==> src/rtl/pc_trace_serializer.sv <==
module pc_trace_serializer #(
  parameter int PC_W = 24,
  parameter int CHUNK_W = 6,
  parameter int HOLD_CYCLES = 1,
  parameter logic [PC_W-1:0] IO_BASE = 24'hF00000
) (
  input  logic               clk,
  input  logic               rst_n,
  input  logic               trace_en,
  input  logic               cpu_ce_in,
  input  logic [PC_W-1:0]    pc_in,
  output logic               cpu_ce_out,
  output logic [CHUNK_W-1:0] tp_data,
  output logic               tp_strobe
);
  localparam int NCH = PC_W / CHUNK_W;
  localparam int NPH = 2 * NCH;
  localparam int PHW = $clog2(NPH);
  localparam int HW  = (HOLD_CYCLES > 1) ? $clog2(HOLD_CYCLES) : 1;

  logic            busy, pend_v;
  logic [PHW-1:0]  ph;
  logic [HW-1:0]   sub;
  logic [PC_W-1:0] shreg, last_pc, pend_pc;

  wire changed   = cpu_ce_in && (pc_in != last_pc);
  wire traced    = changed && (pc_in < IO_BASE);
  wire phase_end = (sub == HW'(HOLD_CYCLES - 1));
  wire rec_end   = phase_end && (ph == PHW'(NPH - 1));

  always_ff @(posedge clk) begin
    if (!rst_n) begin
      busy <= 1'b0; pend_v <= 1'b0; ph <= '0; sub <= '0;
      shreg <= '0; last_pc <= '0; pend_pc <= '0;
    end else if (!trace_en) begin
      busy <= 1'b0; pend_v <= 1'b0; ph <= '0; sub <= '0;
      last_pc <= pc_in;
    end else begin
      if (changed) last_pc <= pc_in;
      if (busy) begin
        if (phase_end) begin
          sub <= '0;
          ph  <= rec_end ? '0 : ph + 1'b1;
          if (ph[0]) shreg <= shreg << CHUNK_W;
        end else begin
          sub <= sub + 1'b1;
        end
        if (traced && !(rec_end && !pend_v)) begin
          pend_pc <= pc_in;
          pend_v  <= 1'b1;
        end
        if (rec_end) begin
          if (pend_v) begin
            shreg <= pend_pc;
            if (!traced) pend_v <= 1'b0;
          end else if (traced) begin
            shreg <= pc_in;
          end else begin
            busy <= 1'b0;
          end
        end
      end else if (traced) begin
        busy <= 1'b1; shreg <= pc_in; ph <= '0; sub <= '0;
      end
    end
  end

  wire sending = trace_en && busy;
  assign cpu_ce_out = cpu_ce_in && !sending;
  assign tp_strobe  = sending && ph[0];
  assign tp_data    = sending ? shreg[PC_W-1 -: CHUNK_W] : '0;
endmodule

==> config.mk <==
export PLATFORM = sky130hd
export DESIGN_NAME = pc_trace_serializer
export DESIGN_NICKNAME = d
export VERILOG_FILES = /design/src/rtl/pc_trace_serializer.sv
export SDC_FILE = /design/constraint.sdc
export NUM_CORES = 1
export LEC_CHECK = 0
export CAP_MARGIN = 5
export CORE_MARGIN = 2
export CORE_UTILIZATION = 60
export CTS_BUF_LIST = sky130_fd_sc_hd__clkbuf_8
export CTS_CLUSTER_DIAMETER = 60
export CTS_CLUSTER_SIZE = 8
export DETAILED_ROUTE_END_ITERATION = 12
export PLACE_DENSITY_LB_ADDON = 0.1
export SYNTH_ARGS = -nofsm -noshare
export SYNTH_HDL_FRONTEND = slang
export SYNTH_SLANG_ARGS = --single-unit
export TNS_END_PERCENT = 1
==> constraint.sdc <==
create_clock -name clk -period 4.9 [get_ports clk]
set_input_delay 1.47 -clock clk [delete_from_list [all_inputs] [get_ports clk]]
set_output_delay 1.47 -clock clk [all_outputs]
set_load 0.03 [all_outputs]
# Word level (Yosys, flattened, before mapping)
# Cells that the tools add are included.
dict set report word_totals {
  reg_bits 78
  latchBits 0
  ram_bits 0
  romBits 0
  in_bits 28
  out_inout_bits 8
  word_cells 56
  memories 0
}
dict set report op_classes {
  addsub 2
  multipliers 0
  div_mod_pow 0
  magnitude_cmp 1
  n_eq_ne 4
  shifts 0
  muxes 25
  n_bitwise 1
  reduce_logical 16
}
# cell n
set op_table {}
lappend op_table {{$mux W24} 9}
lappend op_table {{$lt A24 B24 Y1 const B} 1}
lappend op_table {{$ne A24 B24 Y1} 1}
lappend op_table {{$mux W3} 4}
lappend op_table {{$mux W1} 11}
lappend op_table {{$logic_and A1 B1 Y1} 8}
lappend op_table {{$mux W6} 1}
lappend op_table {{$reduce_and A2 Y1} 3}
lappend op_table {{$add A3 B1 Y3 const B} 1}
lappend op_table {{$eq A3 B3 Y1 const B} 1}
lappend op_table {{$logic_not A1 Y1} 3}
lappend op_table {{$reduce_and A3 Y1} 1}
lappend op_table {{$ne A2 B1 Y1 const B} 1}
lappend op_table {{$ne A2 B2 Y1 const B} 1}
lappend op_table {{$reduce_bool A2 Y1} 1}
lappend op_table {{$add A1 B1 Y1 const B} 1}
lappend op_table {{$not A1 Y1} 1}

# Longest topological paths before layout
dict set report depth {
  word_depth 9
  mapped_depth 10
  mapped_depth_nobuf 8
}

# Worst setup path before layout
# OpenSTA, ideal clock, no wires.
dict set report synth_path {
  kind {input port to output port}
  from {in trace_en}
  to {out tp_data[0]}
  arrival_ns 2.329
  required_ns 3.430
  slack_ns 1.101
  stages 3
  n_path_buf 2
  cell_sequence {clkbuf_1 clkbuf_1 and3_1}
}
dict set report synth_via {
  elab_chain_cells 2
}
# element line
set synth_rtl {}
lappend synth_rtl {{start: declaration} 9} ;# input logic trace_en,
lappend synth_rtl {{$logic_and A1 B1 Y1} 68} ;# wire sending = trace_en && busy;
lappend synth_rtl {{$mux W6} 71} ;# assign tp_data = sending ? shreg[PC_W-1 -: CHUNK_W] : '0;
lappend synth_rtl {{end: declaration} 13} ;# output logic [CHUNK_W-1:0] tp_data,
# Every way passes these cells.

# Worst setup path in the final report
dict set report layout_path {
  from {in trace_en}
  to {out cpu_ce_out}
}
dict set report layout_via {
  elab_chain_cells 3
}
# element line
set layout_rtl {}
lappend layout_rtl {{$logic_and A1 B1 Y1} 68}
lappend layout_rtl {{$logic_not A1 Y1} 69} ;# assign cpu_ce_out = cpu_ce_in && !sending;
lappend layout_rtl {{$logic_and A1 B1 Y1} 69}
lappend layout_rtl {{end: declaration} 12} ;# output logic cpu_ce_out,
# Every way passes these cells.

==> metrics.csv <==
metric,value,unit
outcome,"complete, no violations",
CTS tree,built,
Die ar.,8140,um2
Tightest Pin Transition,1.24,ns
ys async rst share,0,%
cells after synthesis,522,
Finished Layout Cells,642,
htree depth,3,
vias in the first global route,3774,
Synthesis Warnings,0,
IO Count,36,
CTS Sinks,77,
Root Buffer,clkbuf_8,
Post-synth top flop,dfxtp_1,
remaining routing DRC violations,0,
clk_skew,0.00705,ns
"top cells by area, synth","dfxtp_1 (35%), mux2i_1 (12%), a21oi_1 (5.3%)",
pin count of the biggest net entering global routing,54,
crit path time final,4.38,ns
Total Power,1.47,mW
Setup crit start kind,input pin,
RD Place Congestion,0.811,
global route total overflow,0,
Hold WC Path Type,flop to flop,
fin crit share,89.3,%
"count leader, synth",dfxtp_1,
CTS Buf Count,9,
Crit path required time,3.43,ns
Initial Util,61.8,%
Routed wire per std cell,19.5,um
Avg Vias per Cell,6.44,
Post-synth top cells,"dfxtp_1 (77), mux2i_1 (53), a21oi_1 (47)",
# nets final,568,
Ant. Diodes,0,
deepest clock path buffer count,2,
Fillers,590,
Post-synth EDFFs,0,
post-synth top area share,34.5,%
clk slew on worst S/H paths,0.08,ns
VDD IR max,0.188,mV
Cell Rows,31,
Fmax,229,MHz
LEAKAGE,1.75,nW
largest area contributor in the netlist,dfxtp_1,
number of setup buffers added after CTS,0,
Core ar.,7210,um2
layout cells sized above 1,13.3,%
post-synth cell types,56,
Crit Path Class,input pin to primary output,
pwr/cell area,290,nW/um2
CTS Hold Bufs,0,
post_cts resized,0,
Final Max Tran Viols,0,
Total Wirelength,12500,um
die span in x,90.2,um
Syn Nets,552,
worst-path maximum fanout,2,
setup TNS,0,ns
Initial DRC Count,504,
WP data arrival,2.91,ns
GRT Total Usage,30.8,%
sequential element share of the synthesized area,34.5,%
initial antenna violation count,0,
area grow syn2layout,13.4,%
Port Buffer Count,35,
Finish-stage setup viols,0,
syn_area_per_cell,8.55,um2
Die Y,90.2,um
clk_lat worst skew,0.36,ns
cell area after technology mapping,4460,um2
Setup crit end kind,primary output,
global-route wire length before repair,20000,um
Synth Register Bits,77,
detailed placement HPWL,8050,um
"antenna viol nets, final",0,
Final Hold Viols,0,
Slew HR,16.7,%
placed cell count,626,
RSZ-0062 raised after global routing,false,
total of max-cap violations,0,
number of detailed-route iterations in the first pass,5,
vias,4135,
[area by class of cell]
type / instances / area (um2) / area share, %
Timing Repair Buffer: 52 / 460 / 9.10
Multi-Input combinational cell: 392 / 2690 / 53.1
Inverter: 6 / 22.5 / 0.445
Sequential cell: 77 / 1540 / 30.5
Clock inverter: 5 / 73.8 / 1.46
Clock buffer: 11 / 151 / 2.99
Tap cell: 99 / 124 / 2.45
[critical path: stages]
cell and delay (ns):
clkdlybuf4s50_1 0.45, inv_1 0.09, nor2_1 0.06, nor2_1 0.14, clkdlybuf4s50_1 0.69
[path summary, 6_finish.rpt]
check                      from                      to  cells past startpoint  slack, ns
max                    trace_en              cpu_ce_out                      5       0.52
min          ph[2]$_SDFFE_PN0P_      ph[2]$_SDFFE_PN0P_                      2       0.48
max reg2reg  ph[0]$_SDFFE_PN0P_  shreg[23]$_SDFFE_PN0P_                      9       1.61
min reg2reg  ph[2]$_SDFFE_PN0P_      ph[2]$_SDFFE_PN0P_                      2       0.48
[metrics by stage]
step / cell area [um2] / hold slack [ns] / util, % / setup WS, ns
after floorplan: 4460 / 0.452 / - / 1.10
after global placement: 4830 / 0.457 / 67.0 / 0.526
after detailed placement: 4830 / 0.468 / 67.0 / 0.549
after CTS: 5060 / 0.479 / 70.1 / 0.530
after global routing: 5060 / 0.498 / 70.1 / 0.453
final: 5060 / 0.477 / 70.1 / 0.524
[kinds of logic after synthesis]
| logic type | share of synthesized area [%] |
|---|---|
| multiplexers | 12.9 |
| buffers and inverters | 5.58 |
| AO/OA/AOI/OAI | 24.7 |
| AND/OR/NAND/NOR | 17.0 |
| flip-flops | 34.5 |
| XOR/XNOR | 4.71 |
| adder cells (fa/ha/maj) | 0.561 |
[layer usage]
layer | vias to the layer above | GRT usage, % | wire, um
met5 | - | 0 | 0
met4 | 0 | 8.97 | 157
met3 | 15 | 4.95 | 982
met2 | 200 | 49.0 | 5920
met1 | 1965 | 43.4 | 5480
li1 | 1955 | - | -
[flip-flops by register name (all words and copies together), names as in the netlist]
signal,cells
pend_pc,24
last_pc,24
busy,1
ph,3
pend_v,1
shreg,24
[power breakdown]
part           switching [mW]  total, mW  internal, mW  leakage [nW]
clock network           0.236      0.547         0.311         0.121
logic                   0.133      0.233        0.0997          1.00
registers              0.0280      0.685         0.657         0.631
total                   0.397       1.47          1.07          1.75
[cell usage in the layout (no fill, tap or decap), types with 3 or more instances in the layout]
| master | instances |
|---|---|
| o221a_1 | 7 |
| nor3_1 | 4 |
| o41ai_1 | 5 |
| buf_4 | 24 |
| inv_1 | 6 |
| nor2_1 | 46 |
| mux2i_1 | 53 |
| mux2_2 | 4 |
| nor3b_1 | 7 |
| and3_1 | 8 |
| nor4_2 | 4 |
| nand3_1 | 27 |
| dfxtp_1 | 77 |
| o31a_1 | 11 |
| clkbuf_8 | 11 |
| or2_2 | 12 |
| o221a_2 | 5 |
| xnor2_1 | 8 |
| nand2_1 | 34 |
| a21oi_1 | 47 |
| xor2_1 | 16 |
| a211oi_1 | 4 |
| o31ai_1 | 3 |
| a31oi_1 | 6 |
| o32ai_1 | 5 |
| clkdlybuf4s50_1 | 28 |
| o2111ai_1 | 4 |
| o21ai_0 | 40 |
(Power assumes the default switching activity.)
